`src/rtl/irqc_pkg.sv`:
```
package irqc_pkg;
  parameter int unsigned BYTE_W = 8;
  parameter int unsigned LINES  = 8;

  localparam logic [7:0] CMD_INIT    = 8'h11;
  localparam logic [7:0] CMD_SEL_REQ = 8'h0A;
  localparam logic [7:0] CMD_SEL_SVC = 8'h0B;
  localparam logic [4:0] CMD_EOI_TAG = 5'b01100;

  typedef enum logic [2:0] {
    CFG_IDLE,
    CFG_BASE,
    CFG_CASC,
    CFG_MODE,
    CFG_RUN
  } cfg_state_e;
endpackage

```
`src/rtl/irqc_cfg.sv`:
```
module irqc_cfg
  import irqc_pkg::*;
#(
  parameter int N  = LINES,
  parameter int IW = $clog2(N)
) (
  input  logic              clk,
  input  logic              rst,
  input  logic              wr_en,
  input  logic              addr,
  input  logic [BYTE_W-1:0] wdata,
  output logic              running,
  output logic              init_start,
  output logic [BYTE_W-IW-1:0] base,
  output logic [BYTE_W-1:0] casc,
  output logic              aeoi,
  output logic [N-1:0]      mask,
  output logic              sel_svc,
  output logic              eoi_go,
  output logic [IW-1:0]     eoi_idx
);
  cfg_state_e state;
  logic cmd_wr, dat_wr;

  assign cmd_wr     = wr_en & ~addr;
  assign dat_wr     = wr_en & addr;
  assign running    = (state == CFG_RUN);
  assign init_start = cmd_wr && (wdata == CMD_INIT);
  assign eoi_go     = cmd_wr && running && (wdata[BYTE_W-1:IW] == CMD_EOI_TAG);
  assign eoi_idx    = wdata[IW-1:0];

  always_ff @(posedge clk) begin
    if (rst) begin
      state   <= CFG_IDLE;
      base    <= '0;
      casc    <= '0;
      aeoi    <= 1'b0;
      mask    <= '1;
      sel_svc <= 1'b0;
    end else if (init_start) begin
      state   <= CFG_BASE;
      sel_svc <= 1'b0;
      aeoi    <= 1'b0;
    end else if (dat_wr) begin
      case (state)
        CFG_BASE: begin
          base  <= wdata[BYTE_W-1:IW];
          state <= CFG_CASC;
        end
        CFG_CASC: begin
          casc  <= wdata;
          state <= CFG_MODE;
        end
        CFG_MODE: begin
          aeoi  <= wdata[1];
          state <= CFG_RUN;
        end
        default: mask <= wdata[N-1:0];
      endcase
    end else if (cmd_wr && running) begin
      if (wdata == CMD_SEL_REQ)      sel_svc <= 1'b0;
      else if (wdata == CMD_SEL_SVC) sel_svc <= 1'b1;
    end
  end

  // the cascade word slot is reached only from the base word slot
  p_init_order_r2: assert property (@(posedge clk) disable iff (rst)
    (state == CFG_CASC) |-> ($past(state) == CFG_BASE || $past(state) == CFG_CASC));

  // the run state is reached only through the mode word slot
  p_run_entry_r2: assert property (@(posedge clk) disable iff (rst)
    $rose(running) |-> ($past(state) == CFG_MODE));
endmodule

```
`src/rtl/irqc_req_latch.sv`:
```
module irqc_req_latch #(
  parameter int N = 8
) (
  input  logic         clk,
  input  logic         rst,
  input  logic         enable,
  input  logic         clear_all,
  input  logic [N-1:0] lines,
  input  logic [N-1:0] clr,
  output logic [N-1:0] irr
);
  logic [N-1:0] prev_q;

  always_ff @(posedge clk) begin
    if (rst) begin
      prev_q <= '0;
      irr    <= '0;
    end else begin
      prev_q <= lines;
      if (clear_all || !enable) irr <= '0;
      else                      irr <= (irr & lines & ~clr) | (lines & ~prev_q);
    end
  end

  // a recorded request never outlives its input being low
  p_irr_needs_line_r6: assert property (@(posedge clk) disable iff (rst)
    ((irr & ~$past(lines)) == '0));
endmodule

```
`src/rtl/irqc_prio_resolve.sv`:
```
module irqc_prio_resolve #(
  parameter int N  = 8,
  parameter int IW = $clog2(N)
) (
  input  logic [N-1:0]  pend,
  input  logic [N-1:0]  isr,
  output logic          found,
  output logic [IW-1:0] idx,
  output logic          blocked
);
  logic [N-1:0] svc_upto;

  genvar g;
  generate
    for (g = 0; g < N; g++) begin : g_upto
      assign svc_upto[g] = |isr[g:0];
    end
  endgenerate

  always_comb begin
    found = 1'b0;
    idx   = '0;
    for (int i = N - 1; i >= 0; i--) begin
      if (pend[i]) begin
        found = 1'b1;
        idx   = IW'(i);
      end
    end
  end

  assign blocked = svc_upto[idx];
endmodule

```
`src/rtl/cascade_irq_ctrl.sv`:
```
module cascade_irq_ctrl
  import irqc_pkg::*;
#(
  parameter int N_LINES = LINES,
  localparam int IW     = $clog2(N_LINES)
) (
  input  logic              clk,
  input  logic              rst,
  input  logic              is_slave,
  input  logic              wr_en,
  input  logic              rd_en,
  input  logic              addr,
  input  logic [BYTE_W-1:0] wdata,
  output logic [BYTE_W-1:0] rdata,
  input  logic [N_LINES-1:0] irq_in,
  output logic              int_out,
  input  logic              ack,
  output logic [BYTE_W-1:0] vec_out,
  output logic              vec_valid,
  input  logic [IW-1:0]     cas_in,
  input  logic              cas_en_in,
  output logic [IW-1:0]     cas_out,
  output logic              cas_oe
);
  logic                 running, init_start, aeoi, sel_svc, eoi_go;
  logic [BYTE_W-IW-1:0] base;
  logic [BYTE_W-1:0]    casc;
  logic [N_LINES-1:0]   mask, irr, isr, irr_clr, eoi_mask;
  logic [IW-1:0]        eoi_idx, win_idx, idx_eff;
  logic                 found, blocked, grant;
  logic                 phase_q, own_q, commit_go, commit_real, svc_set, cascaded;
  logic [BYTE_W-1:0]    vec_hold;

  irqc_cfg #(.N(N_LINES), .IW(IW)) u_cfg (
    .clk(clk), .rst(rst), .wr_en(wr_en), .addr(addr), .wdata(wdata),
    .running(running), .init_start(init_start), .base(base), .casc(casc),
    .aeoi(aeoi), .mask(mask), .sel_svc(sel_svc), .eoi_go(eoi_go), .eoi_idx(eoi_idx)
  );

  irqc_req_latch #(.N(N_LINES)) u_req (
    .clk(clk), .rst(rst), .enable(running), .clear_all(init_start),
    .lines(irq_in), .clr(irr_clr), .irr(irr)
  );

  irqc_prio_resolve #(.N(N_LINES), .IW(IW)) u_prio (
    .pend(irr & ~mask), .isr(isr), .found(found), .idx(win_idx), .blocked(blocked)
  );

  assign grant       = found && !blocked;
  assign commit_go   = running && ack &&
                       (is_slave ? (phase_q && cas_en_in && (cas_in == casc[IW-1:0])) : !phase_q);
  assign commit_real = commit_go && grant;
  assign idx_eff     = grant ? win_idx : {IW{1'b1}};
  assign irr_clr     = commit_real ? (N_LINES'(1) << win_idx) : '0;
  assign svc_set     = commit_real && !aeoi;
  assign cascaded    = !is_slave && grant && casc[win_idx];
  assign eoi_mask    = eoi_go ? (N_LINES'(1) << eoi_idx) : '0;

  always_ff @(posedge clk) begin
    if (rst) begin
      isr       <= '0;
      phase_q   <= 1'b0;
      own_q     <= 1'b0;
      vec_hold  <= '0;
      vec_out   <= '0;
      vec_valid <= 1'b0;
      cas_out   <= '0;
      cas_oe    <= 1'b0;
      int_out   <= 1'b0;
      rdata     <= '0;
    end else begin
      vec_valid <= 1'b0;
      int_out   <= running && grant;
      if (rd_en)
        rdata <= addr ? BYTE_W'(mask) : (sel_svc ? BYTE_W'(isr) : BYTE_W'(irr));
      if (init_start) begin
        isr     <= '0;
        phase_q <= 1'b0;
        cas_oe  <= 1'b0;
      end else begin
        isr <= (isr & ~eoi_mask) | (svc_set ? (N_LINES'(1) << win_idx) : '0);
        if (running && ack) phase_q <= !phase_q;
        if (commit_go && !is_slave) begin
          vec_hold <= {base, idx_eff};
          own_q    <= !cascaded;
          cas_oe   <= cascaded;
          cas_out  <= win_idx;
        end
        if (running && ack && phase_q && !is_slave) begin
          vec_out   <= vec_hold;
          vec_valid <= own_q;
          cas_oe    <= 1'b0;
        end
        if (commit_go && is_slave) begin
          vec_out   <= {base, idx_eff};
          vec_valid <= 1'b1;
        end
      end
    end
  end

  // no interrupt output while setup has not completed
  p_int_needs_init_r1: assert property (@(posedge clk) disable iff (rst)
    (!running && !$past(running)) |-> !int_out);

  // a vector only ever follows an acknowledge pulse, and lasts one cycle
  p_vec_after_ack_r7: assert property (@(posedge clk) disable iff (rst)
    vec_valid |-> $past(ack));
  p_vec_pulse_r7: assert property (@(posedge clk) disable iff (rst)
    vec_valid |=> !vec_valid);

  // a specific end-of-interrupt clears the named bit
  p_eoi_clears_r8: assert property (@(posedge clk) disable iff (rst)
    (eoi_go && !svc_set) |=> !isr[$past(eoi_idx)]);

  // automatic mode never holds an in-service bit
  p_aeoi_isr_clear_r9: assert property (@(posedge clk) disable iff (rst)
    (running && aeoi) |-> (isr == '0));

  // a slave never drives the cascade bus
  p_slave_quiet_bus_r12: assert property (@(posedge clk) disable iff (rst)
    is_slave |-> !cas_oe);
endmodule

```
`config.mk`:
```
export PLATFORM = sky130hd
export DESIGN_NAME = cascade_irq_ctrl
export DESIGN_NICKNAME = d
export VERILOG_FILES = /design/src/rtl/irqc_pkg.sv /design/src/rtl/irqc_cfg.sv /design/src/rtl/irqc_req_latch.sv /design/src/rtl/irqc_prio_resolve.sv /design/src/rtl/cascade_irq_ctrl.sv
export SDC_FILE = /design/constraint.sdc
export NUM_CORES = 1
export LEC_CHECK = 0
export ABC_CLOCK_PERIOD_IN_PS = 2500
export BUFFER_PORTS_ARGS = -buffer_cell sky130_fd_sc_hd__clkbuf_2
export CELL_PAD_IN_SITES_DETAIL_PLACEMENT = 1
export CELL_PAD_IN_SITES_GLOBAL_PLACEMENT = 1
export CORE_ASPECT_RATIO = 2
export CORE_UTILIZATION = 40
export DETAILED_ROUTE_END_ITERATION = 6
export PLACE_DENSITY = 0.72
export SLEW_MARGIN = 20
export SYNTH_ARGS = -nofsm -noshare
export SYNTH_HDL_FRONTEND = slang
export SYNTH_SLANG_ARGS = --single-unit
```
`constraint.sdc`:
```
create_clock -name clk -period 2.5 [get_ports clk]
set_input_delay 0.25 -clock clk [delete_from_list [all_inputs] [get_ports clk]]
set_output_delay 0.25 -clock clk [all_outputs]
set_load 0.005 [all_outputs]
```
==> metrics.txt, run 1 <==
status=finished with violations; failing checks=DRC; CTS tree=done; Worst R2R Setup Slack=0.19 ns; compound-gate portion of the synthesized area=0.1689; row count=50; DRC=2; I/O pins=49; Clock Sinks=82; post-detailed-placement half-perimeter wirelength=9944 µm; switching part of the total=0.2069; syn nets=460; gr usage total=0.2649; WL/cell=20.81 µm; post-CTS sizing=0; worst path cell trace=nor2b_1 > nor2_2 > a21o_1 > and4_4 > or4_4 > nor4_4 > a32o_1; top post-synthesis cells by area=dfxtp_1, mux2i_1, nor2_1, nand2_1, a21oi_1; Seq pwr share=0.453; vias post-DR=3444; first-pass GRT wire length=19430 µm; worst slew pin tran=0.7134 ns; floorplan core area=9321 µm²; RePlAce Congestion=0.9478; CP delay by family, top=simple AND/OR/NAND/NOR gates; Setup Fix Bufs, Post-CTS=0; RSZ-0062 raised after global routing=false; Synth Area in Simple Gates=0.2365; worst hold path startpoint=irq_in[3]; Area Growth Syn to Fin=19.50%; drt pass-1 iters=6; P_sw=615.0 µW; clock-pin slew on the worst setup and hold paths=0.06 ns; clk_skew=0.007039 ns; Cells after DPL=584; worst-case reg-to-reg path depth=7; Yosys reg bits=82; share of synthesized registers carrying an async set or reset=0; Clk pwr share=0.499; slowest cell on the critical path=dfxtp_1; critical path capture point type=register; cell area after synthesis=3830 µm²; reg2reg start=u_req.irr[3]$_SDFF_PP0_; Tmin final=2.312 ns; post-synthesis sequential area ratio=0.4286; largest net degree at the start of global routing=61; IO buf count=48; final hold slack=0.1298 ns; Synth Warn #=0; setup TNS=0 ns; Hold Fails Final Rpt=0; GRT overflow=0; CTS root buffer=clkbuf_16; CTS Buffer Depth=2; Mapped Cells=433; Post-Layout Cell Count=599; Synth top area share=0.4286; CP peak stage delay=0.44 ns; Crit Path Max Fanout=4; H-tree levels=3; Synth area leader=dfxtp_1; Die Ht=140.4 µm; combinational group share of total power=0.049; EDFF count, synth=0; crit path kind=register to register; vias in the first global route=3672; r2r endpoint=isr[3]$_SDFF_PP0_; xor-xnor portion of the synthesized cell area=0.01143; Synth cell types=62; antenna cells=0; Die X=71.19 µm; initial antenna violation count=0; Buf+Inv Stages, Crit Path=0; Skew-Pair Late Insertion Delay=0.34 ns; adder-cell share of the synthesized area=0; CP arrival=2.59 ns; startpoint class of the critical path=register; relative slew slack=0.5226; number of CTS-inserted buffers=9; Final Cycle Share=0.9246; final net count=518; DR vias/cell=5.750; hold depth=3; Hold Buf Count CTS=0; hold worst-path end=u_req.irr[3]$_SDFF_PP0_; Leak=1.862 nW; layout cells sized above 1=0.2061; Detailed Route WL=12460 µm; P_int=2.358 mW; Worst EP required=2.78 ns; max-slew violation total from the final report=0; syn avg cell area=8.845 µm²; Finish-stage setup viols=0; fmax=0.4326 GHz; Die Area=9994 µm²; worst vdd ir=395.3 µV; Pwr Density=649.5 nW/µm²; Initial Utilization=0.4109; 1st-iter DRT viols=150; Routed Antenna Nets=0; mux cell area share after synthesis=0.1150; largest family of logic cells by synthesized area=simple AND/OR/NAND/NOR gates; worst min path class=primary input to register; Max Cap Viol=0; ys flop type=dfxtp_1
## layout make-up
| cell class | instances | area, µm² |
|---|---|---|
| clock buffer | 10 | 229.0 |
| clock inverter | 5 | 103.9 |
| fill | 1144 | 4745 |
| inverter | 14 | 52.55 |
| multi-input combinational | 317 | 2037 |
| sequential | 82 | 1642 |
| tap | 104 | 130.1 |
| timing repair buffer | 67 | 382.9 |
## flip-flops by register name, summed over array words and instances (netlist names), 8 cells and up
signal	cells
u_cfg.casc	8
u_req.prev_q	8
vec_out	8
u_cfg.mask	8
u_req.irr	8
rdata	8
vec_hold	8
isr	8
## metal layers
metal  GRT usage  up-vias  wire, µm
met5           0        -         0
met4      0.2305        0      1095
met3     0.04388       48       355
met2      0.4942       98      6884
met1      0.2344     1648      4127
li1            -     1650         -
## synthesized netlist by cell type (2+ instances only)
master,instances
a211o_1,10
a211oi_1,9
a21o_1,2
a21oi_1,18
a311oi_1,3
a32o_1,4
and2_1,2
buf_2,2
buf_4,2
clkbuf_1,13
dfxtp_1,82
inv_1,14
mux2i_1,44
nand2_1,39
nand2b_1,11
nand3_1,8
nand4_1,5
nor2_1,68
nor2_2,2
nor2b_1,11
nor2b_2,4
nor3_1,3
nor4_1,3
nor4_4,2
o211ai_1,4
o21ai_0,14
o21ai_1,4
o21ai_2,2
o22ai_1,3
o31ai_1,6
or2_2,2
or4_1,2
or4_4,3
xor2_1,4
## worst max path at each step
stage	start	end	slack, ns	depth (start not counted)
after global routing	u_cfg.mask[6]$_SDFFE_PP1P_	u_req.irr[0]$_SDFF_PP0_	0.08	6
after detailed placement	u_req.irr[3]$_SDFF_PP0_	isr[1]$_SDFF_PP0_	0.21	7
final	u_req.irr[3]$_SDFF_PP0_	isr[3]$_SDFF_PP0_	0.19	7
after global placement	u_req.irr[3]$_SDFF_PP0_	isr[2]$_SDFF_PP0_	0.20	7
after floorplan	isr[1]$_SDFF_PP0_	u_req.irr[4]$_SDFF_PP0_	0.50	5
after CTS	u_req.irr[3]$_SDFF_PP0_	isr[1]$_SDFF_PP0_	0.19	7
## worst reg2reg max path: stages (launching register included)
cell and delay [ns]:
dfxtp_1 0.44, nor2b_1 0.37, nor2_2 0.10, a21o_1 0.24, and4_4 0.21, or4_4 0.44
nor4_4 0.28, a32o_1 0.18
## layout by cell type (no fill, tap or decap), types with 11 or more instances in the layout
cell type | synthesis | final
dfxtp_1 | 82 | 82
nor2_1 | 68 | 68
clkbuf_2 | 0 | 48
mux2i_1 | 44 | 44
nand2_1 | 39 | 39
buf_4 | 2 | 19
a21oi_1 | 18 | 18
inv_1 | 14 | 14
o21ai_0 | 14 | 14
nand2b_1 | 11 | 11
nor2b_1 | 11 | 11
## cell families (layout without fill, tap and decap cells)
group,Yosys count,in the layout
XOR/XNOR,5,5
AND/OR/NAND/NOR,177,177
buffers and inverters,34,96
flip-flops,82,82
AO/OA/AOI/OAI,91,91
multiplexers,44,44
## power by group through the flow
stage	sequential (mW)	clock [mW]	combinational, mW
after detailed placement	1.38	0	0.146
after floorplan	1.37	0	0.0758
final	1.35	1.48	0.144
after global placement	1.37	0	0.143
after global routing	1.35	1.57	0.161
after CTS	1.35	1.51	0.147
## through the flow
stage | utilization | instance area [µm²] | total power [mW] | setup WS, ns
floorplan | - | 3830 | 1.447 | 0.4991
global placement | 0.4553 | 4244 | 1.517 | 0.1988
detailed placement | 0.4553 | 4244 | 1.521 | 0.2088
CTS | 0.4910 | 4577 | 3.004 | 0.1899
global route | 0.4910 | 4577 | 3.079 | 0.07641
finish | 0.4910 | 4577 | 2.973 | 0.1884
No activity file was read; power rests on OpenSTA's default activity.
==> run 2, diff against run 1 <==
==> constraint.sdc (replaced) <==
create_clock -name clk -period 2.5 [get_ports clk]
set_input_delay 0.5 -clock clk [delete_from_list [all_inputs] [get_ports clk]]
set_output_delay 0.5 -clock clk [all_outputs]
set_load 0.005 [all_outputs]
==> run 2 against run 1 <==
  * The run still ends with DRC left
  * Clock skew about the same
  * Wire length increased by 2.5%
  * Utilization increased by 0.35 points
  * Critical path depth unchanged
  * Largest power group is now registers
  * Largest cell class unchanged
  * Sequential power about the same
==> metrics.txt, run 2 (synthesis results as in run 1) <==
IO buf count=48 (unchanged); max-slew violation total from the final report=0 (unchanged); post-CTS sizing=0 (unchanged); 1st-iter DRT viols=144 (was 150); met2 WL=7006 µm (was 6884 µm); H-tree levels=3 (unchanged); Die Ht=140.4 µm (unchanged); Die X=71.19 µm (unchanged); first-pass GRT wire length=19820 µm (was 19430 µm); Leak=1.887 nW (was 1.862 nW); Metal-1 WL=4285 µm (was 4127 µm); critical path capture point type=register (unchanged); Tmin final=2.349 ns (was 2.312 ns); Top Metal Used=met4 (unchanged); status=finished with violations (unchanged); PnR worst setup slack=0.1508 ns (was 0.1884 ns); RePlAce Congestion=0.9753 (was 0.9478); Worst EP required=2.72 ns (was 2.78 ns); startpoint class of the critical path=register (unchanged); setup TNS=0 ns (unchanged); Setup Fix Bufs, Post-CTS=0 (unchanged); relative slew slack=0.5057 (was 0.5226); Pwr Density=604.8 nW/µm² (was 649.5 nW/µm²); DRC=2 (unchanged); worst slew pin tran=0.7387 ns (was 0.7134 ns); clk_skew=0.007493 ns (was 0.007039 ns); floorplan core area=9321 µm² (unchanged); Detailed Route WL=12770 µm (was 12460 µm); final net count=527 (was 518); number of CTS-inserted buffers=9 (unchanged); largest net degree at the start of global routing=37 (was 61); failing checks=DRC (unchanged); Crit Path Max Fanout=4 (unchanged); Routed Antenna Nets=0 (unchanged); vias post-DR=3493 (was 3444); GRT overflow=0 (unchanged); RSZ-0062 raised after global routing=false (unchanged); CTS tree=done (unchanged); CTS Buffer Depth=2 (unchanged); post-detailed-placement half-perimeter wirelength=10040 µm (was 9944 µm); CTS root buffer=clkbuf_16 (unchanged); Skew-Pair Late Insertion Delay=0.34 ns (about the same); dpl ws=0.1948 ns (was 0.2088 ns); Finish-stage setup viols=0 (unchanged); fmax=0.4257 GHz (was 0.4326 GHz); WL/cell=21.08 µm (was 20.81 µm); gr usage total=0.2707 (was 0.2649); DR vias/cell=5.764 (was 5.750); fill count=1129 (was 1144); commonest non-fill, non-tap cell in the layout=dfxtp_1 (unchanged); Clock Sinks=82 (unchanged); worst vdd ir=446.7 µV (was 395.3 µV); clock-pin slew on the worst setup and hold paths=0.06 ns (about the same); Cell Area, Placed=4328 µm² (was 4244 µm²); most frequent cells in the layout=dfxtp_1, nor2_1, clkbuf_2 (unchanged); drt pass-1 iters=6 (unchanged); antenna cells=0 (unchanged); Die Area=9994 µm² (unchanged); crit path kind=register to register (unchanged); row count=50 (unchanged); Final Cycle Share=0.9397 (was 0.9246); fin util=0.4945 (was 0.4910); Initial Utilization=0.4109 (unchanged); Routed met3 length=453 µm (was 355 µm); Hold Fails Final Rpt=0 (unchanged); vias in the first global route=3706 (was 3672); I/O pins=49 (unchanged); worst min path class=primary input to register (unchanged); CP arrival=2.57 ns (was 2.59 ns); Max Cap Viol=0 (unchanged); Hold Buf Count CTS=0 (unchanged); initial antenna violation count=0 (unchanged); Area Growth Syn to Fin=20.35% (was 19.50%); layout cells sized above 1=0.2211 (was 0.2061); Final Cell Area=4609 µm² (was 4577 µm²)
run 2: cell types whose count changed in the layout (fill, tap and decap cells not counted), sizes merged:
cell and delta:
buf +9, bufinv -2, clkinv -1, clkinvlp +1
run 2: layout make-up:
type	instances	area [µm²]	share of cell area
Multi-Input combinational cell	317	2041	0.4427
Sequential cell	82	1642	0.3561
Timing Repair Buffer	76	462.9	0.1004
Clock buffer	10	239.0	0.05185
Tap cell	104	130.1	0.02823
Inverter	14	52.55	0.01140
Clock inverter	3	42.54	0.009229
run 2: worst paths after layout:
kind                         startpoint                       to  slack [ns]  cells past startpoint
min                           irq_in[2]  u_req.irr[2]$_SDFF_PP0_        0.38                      3
min reg2reg  u_req.prev_q[7]$_SDFF_PP0_  u_req.irr[7]$_SDFF_PP0_        0.40                      1
max reg2reg  u_cfg.mask[6]$_SDFFE_PP1P_  u_req.irr[0]$_SDFF_PP0_        0.15                      7
max          u_cfg.mask[6]$_SDFFE_PP1P_  u_req.irr[0]$_SDFF_PP0_        0.15                      7
run 2: stage by stage:
stage | power (mW) | hold slack, ns | instances
after CTS | 2.817 | 0.3755 | 606
after detailed placement | 1.527 | 0.3905 | 593
after global routing | 2.886 | 0.3887 | 606
after global placement | 1.523 | 0.3846 | 593
after floorplan | 1.447 | 0.3798 | 433
final | 2.788 | 0.3782 | 606
run 2: report_power, final:
| part | switching (mW) | internal (mW) | total, mW |
|---|---|---|---|
| sequential | 0.0147 | 1.33 | 1.35 |
| clock | 0.507 | 0.781 | 1.29 |
| combinational | 0.0926 | 0.0607 | 0.153 |
run 2: critical path: stages (launching register included):
cell	delay, ns
dfxtp_1	0.36
and2b_1	0.22
nor4_1	0.37
nor2_1	0.16
buf_4	0.18
or4_1	0.59
o31ai_1	0.26
a21oi_1	0.09
run 2: metal layers:
metal  vias up  track usage
met5         -            0
met2        79       0.5028
met1      1701       0.2367
li1       1666            -
met3        47      0.06259
met4         0       0.2211
==> run 3, diff against run 2 <==
--- a/config.mk
+++ b/config.mk
@@ -5,6 +5,7 @@
 export SDC_FILE = /design/constraint.sdc
 export NUM_CORES = 1
 export LEC_CHECK = 0
+export ABC_AREA = 0
 export ABC_CLOCK_PERIOD_IN_PS = 2500
 export BUFFER_PORTS_ARGS = -buffer_cell sky130_fd_sc_hd__clkbuf_2
 export CELL_PAD_IN_SITES_DETAIL_PLACEMENT = 1
@@ -12,8 +13,9 @@
 export CORE_ASPECT_RATIO = 2
 export CORE_UTILIZATION = 40
 export DETAILED_ROUTE_END_ITERATION = 6
-export PLACE_DENSITY = 0.72
+export PLACE_DENSITY = 0.71
 export SLEW_MARGIN = 20
 export SYNTH_ARGS = -nofsm -noshare
 export SYNTH_HDL_FRONTEND = slang
+export SYNTH_HIERARCHICAL = 1
 export SYNTH_SLANG_ARGS = --single-unit
==> run 3 against run 2 <==
  * The flow finishes with violations (setup timing)
  * Fmax fell by 8.9%
  * Die area rose by 3.7%
  * Via count rose by 5.2%
  * Register-to-register slack got worse by 0.23 ns
  * First-iteration DRC count rose by 21%
  * Hold slack improved by 0.00081 ns
  * Synthesized cell count rose by 2.8%
==> metrics.txt, run 3 <==
status=finished with violations (unchanged); failing checks=setup timing (was DRC); worst hold path startpoint=irq_in[0] (was irq_in[2]); post-detailed-placement half-perimeter wirelength=9746 µm (was 10040 µm); CTS tree=done (unchanged); GRT overflow=0 (unchanged); Synth Warn #=6 (was 0); hold depth=3 (unchanged); I/O pins=49 (unchanged); CTS root buffer=clkbuf_16 (unchanged); Die X=72.50 µm (was 71.19 µm); Clock Sinks=82 (unchanged); cell with the most instances after synthesis=dfxtp_1 (unchanged); gr usage total=0.2628 (was 0.2707); Finish-stage setup viols=16 (was 0); WL/cell=19.22 µm (was 21.08 µm); Detailed Route WL=12920 µm (was 12770 µm); reg2reg start=u_req/irr[6]$_SDFF_PP0_ (was u_cfg.mask[6]$_SDFFE_PP1P_); Synth area leader=dfxtp_1 (unchanged); Die Area=10370 µm² (was 9994 µm²); synth cell count leaders=dfxtp_1, nor2_1, nand2_1 (was dfxtp_1, nor2_1, mux2i_1); vias post-DR=3676 (was 3493); Worst EP required=2.76 ns (was 2.72 ns); final net count=562 (was 527); Synth top area share=0.4128 (was 0.4286); worst slew pin tran=0.7037 ns (was 0.7387 ns); share of synthesized registers carrying an async set or reset=0 (unchanged); Initial Utilization=0.4100 (was 0.4109); Die Ht=143 µm (was 140.4 µm); Register Area=1645 µm² (was 1642 µm²); area of the multi-input gates=2322 µm² (was 2041 µm²); RSZ-0062 raised after global routing=true (was false); Leak=1.989 nW (was 1.887 nW); Synth cell types=61 (was 62); worst min path class=primary input to register (unchanged); PnR worst setup slack=-0.07914 ns (was 0.1508 ns); crit path kind=register to register (unchanged); CP arrival=2.84 ns (was 2.57 ns); syn nets=472 (was 460); number of CTS-inserted buffers=9 (unchanged); Mapped Cells=445 (was 433); RePlAce Congestion=0.9890 (was 0.9753); hold worst-path end=u_req/irr[0]$_SDFF_PP0_ (was u_req.irr[2]$_SDFF_PP0_); critical path capture point type=register (unchanged); Yosys reg bits=82 (unchanged); row count=51 (was 50); initial antenna violation count=0 (unchanged); worst vdd ir=396.7 µV (was 446.7 µV); floorplan core area=9699 µm² (was 9321 µm²); 1st-iter DRT viols=174 (was 144); syn avg cell area=8.936 µm² (was 8.845 µm²); post-synthesis sequential area ratio=0.4128 (was 0.4286); max-slew violation total from the final report=0 (unchanged); commonest non-fill, non-tap cell in the layout=dfxtp_1 (unchanged); antenna cells=0 (unchanged); clock-pin slew on the worst setup and hold paths=0.06 ns (about the same); EDFF count, synth=0 (unchanged); CTS Buffer Depth=2 (unchanged); relative slew slack=0.5294 (was 0.5057); ys flop type=dfxtp_1 (unchanged); IO buf count=48 (unchanged); fill count=1157 (was 1129); Max Cap Viol=0 (unchanged); most frequent cells in the layout=dfxtp_1, nor2_1, buf_4 (was dfxtp_1, nor2_1, clkbuf_2); PnR Total Power=2.913 mW (was 2.788 mW); Area Growth Syn to Fin=31.09% (was 20.35%); Skew-Pair Late Insertion Delay=0.35 ns (was 0.34 ns); startpoint class of the critical path=register (unchanged); final hold slack=0.3790 ns (was 0.3782 ns); drt pass-1 iters=4 (was 6); Pwr Density=558.9 nW/µm² (was 604.8 nW/µm²); Routed Antenna Nets=0 (unchanged); worst-case reg-to-reg path depth=14 (was 7); r2r endpoint=u_req/irr[4]$_SDFF_PP0_ (was u_req.irr[0]$_SDFF_PP0_); vias in the first global route=3909 (was 3706); H-tree levels=3 (unchanged); DRC=0 (was 2); Final Cycle Share=1.032 (was 0.9397); Worst R2R Setup Slack=-0.08 ns (was 0.15 ns); Crit Path Max Fanout=5 (was 4); cell area after synthesis=3976 µm² (was 3830 µm²); top post-synthesis cells by area=dfxtp_1, mux2i_1, nor2_1, nand2_1, o21ai_0 (was dfxtp_1, mux2i_1, nor2_1, nand2_1, a21oi_1); fmax=0.3877 GHz (was 0.4257 GHz); clk_skew=0.01139 ns (was 0.007493 ns); largest net degree at the start of global routing=62 (was 37); Tmin final=2.579 ns (was 2.349 ns); first-pass GRT wire length=20040 µm (was 19820 µm); Hold Fails Final Rpt=0 (unchanged); layout cells sized above 1=0.3537 (was 0.2211); DR vias/cell=5.470 (was 5.764)
run 3: per-layer routing:
| metal | track usage | up-vias | share of wire |
|---|---|---|---|
| met4 | 0.2074 | 0 | 0.076 |
| met3 | 0.03246 | 48 | 0.025 |
| li1 | - | 1755 | - |
| met5 | 0 | - | 0 |
| met1 | 0.2444 | 1778 | 0.34 |
| met2 | 0.4948 | 95 | 0.56 |
run 3: kinds of logic after synthesis:
logic type	Yosys count	synth area share
compound gates	86	0.1646
xor+xnor	5	0.01101
buf+inv	44	0.05821
flops	82	0.4128
mux	33	0.08370
simple gates	195	0.2697
run 3: worst max-delay path by stage:
stage / start / to / cells past startpoint
after global placement: u_cfg/mask[4]$_SDFFE_PP1P_ / own_q$_SDFFE_PP0P_ / 11
after global routing: u_req/irr[5]$_SDFF_PP0_ / u_req/irr[2]$_SDFF_PP0_ / 12
final: u_req/irr[6]$_SDFF_PP0_ / u_req/irr[4]$_SDFF_PP0_ / 14
after floorplan: u_req/irr[4]$_SDFF_PP0_ / u_req/irr[2]$_SDFF_PP0_ / 12
after detailed placement: u_cfg/mask[4]$_SDFFE_PP1P_ / u_req/irr[2]$_SDFF_PP0_ / 12
after CTS: u_req/irr[5]$_SDFF_PP0_ / isr[2]$_SDFF_PP0_ / 11
run 3: what timing repair did:
item	in CTS	in global routing
cloned	0	0
hold buffers	0	0
endpoints found under the setup margin	18	26
endpoints found under the hold margin	0	0
pin swaps	6	23
resized for setup	23	30
buffers inserted	2	2
run 3: critical path: stages (launching register included):
cell	delay, ns
dfxtp_2	0.33
nor2b_4	0.18
buf_6	0.12
nor2_4	0.03
o31a_1	0.31
buf_6	0.13
nor3_4	0.27
a21oi_1	0.14
a211oi_1	0.21
nand2b_4	0.18
nor3_4	0.05
nand2_2	0.14
nor3_2	0.05
nand2b_4	0.14
a211oi_2	0.18
run 3: where the power goes:
group / internal [mW] / total, mW / leakage, nW / switching (mW)
clock network: 0.831 / 1.38 / 0.148 / 0.551
registers: 1.33 / 1.35 / 0.666 / 0.0201
logic: 0.0771 / 0.180 / 1.17 / 0.103
run 3: metrics by stage:
| step | instances | setup WS, ns | cell area [µm²] | setup TNS [ns] | utilization |
|---|---|---|---|---|---|
| 2_1_floorplan | 445 | 0.007935 | 3981 | 0 | - |
| 3_3_place_gp | 653 | -0.1232 | 4646 | -0.4282 | 0.4790 |
| 3_5_place_dp | 653 | -0.1902 | 4646 | -2.164 | 0.4790 |
| 4_1_cts | 671 | -0.05838 | 5070 | -0.1136 | 0.5227 |
| 5_1_grt | 672 | -0.2465 | 5213 | -4.359 | 0.5374 |
| 6_report | 672 | -0.07914 | 5213 | -0.8149 | 0.5374 |
run 3: area by class of cell:
cell class	instances	share of cell area
repair buffers	103	0.1323
clock inverters	5	0.01200
flip-flops and latches	82	0.3157
multi-input cells	319	0.4455
inverters	20	0.01440
clock buffers	11	0.04849
well taps	132	0.03168
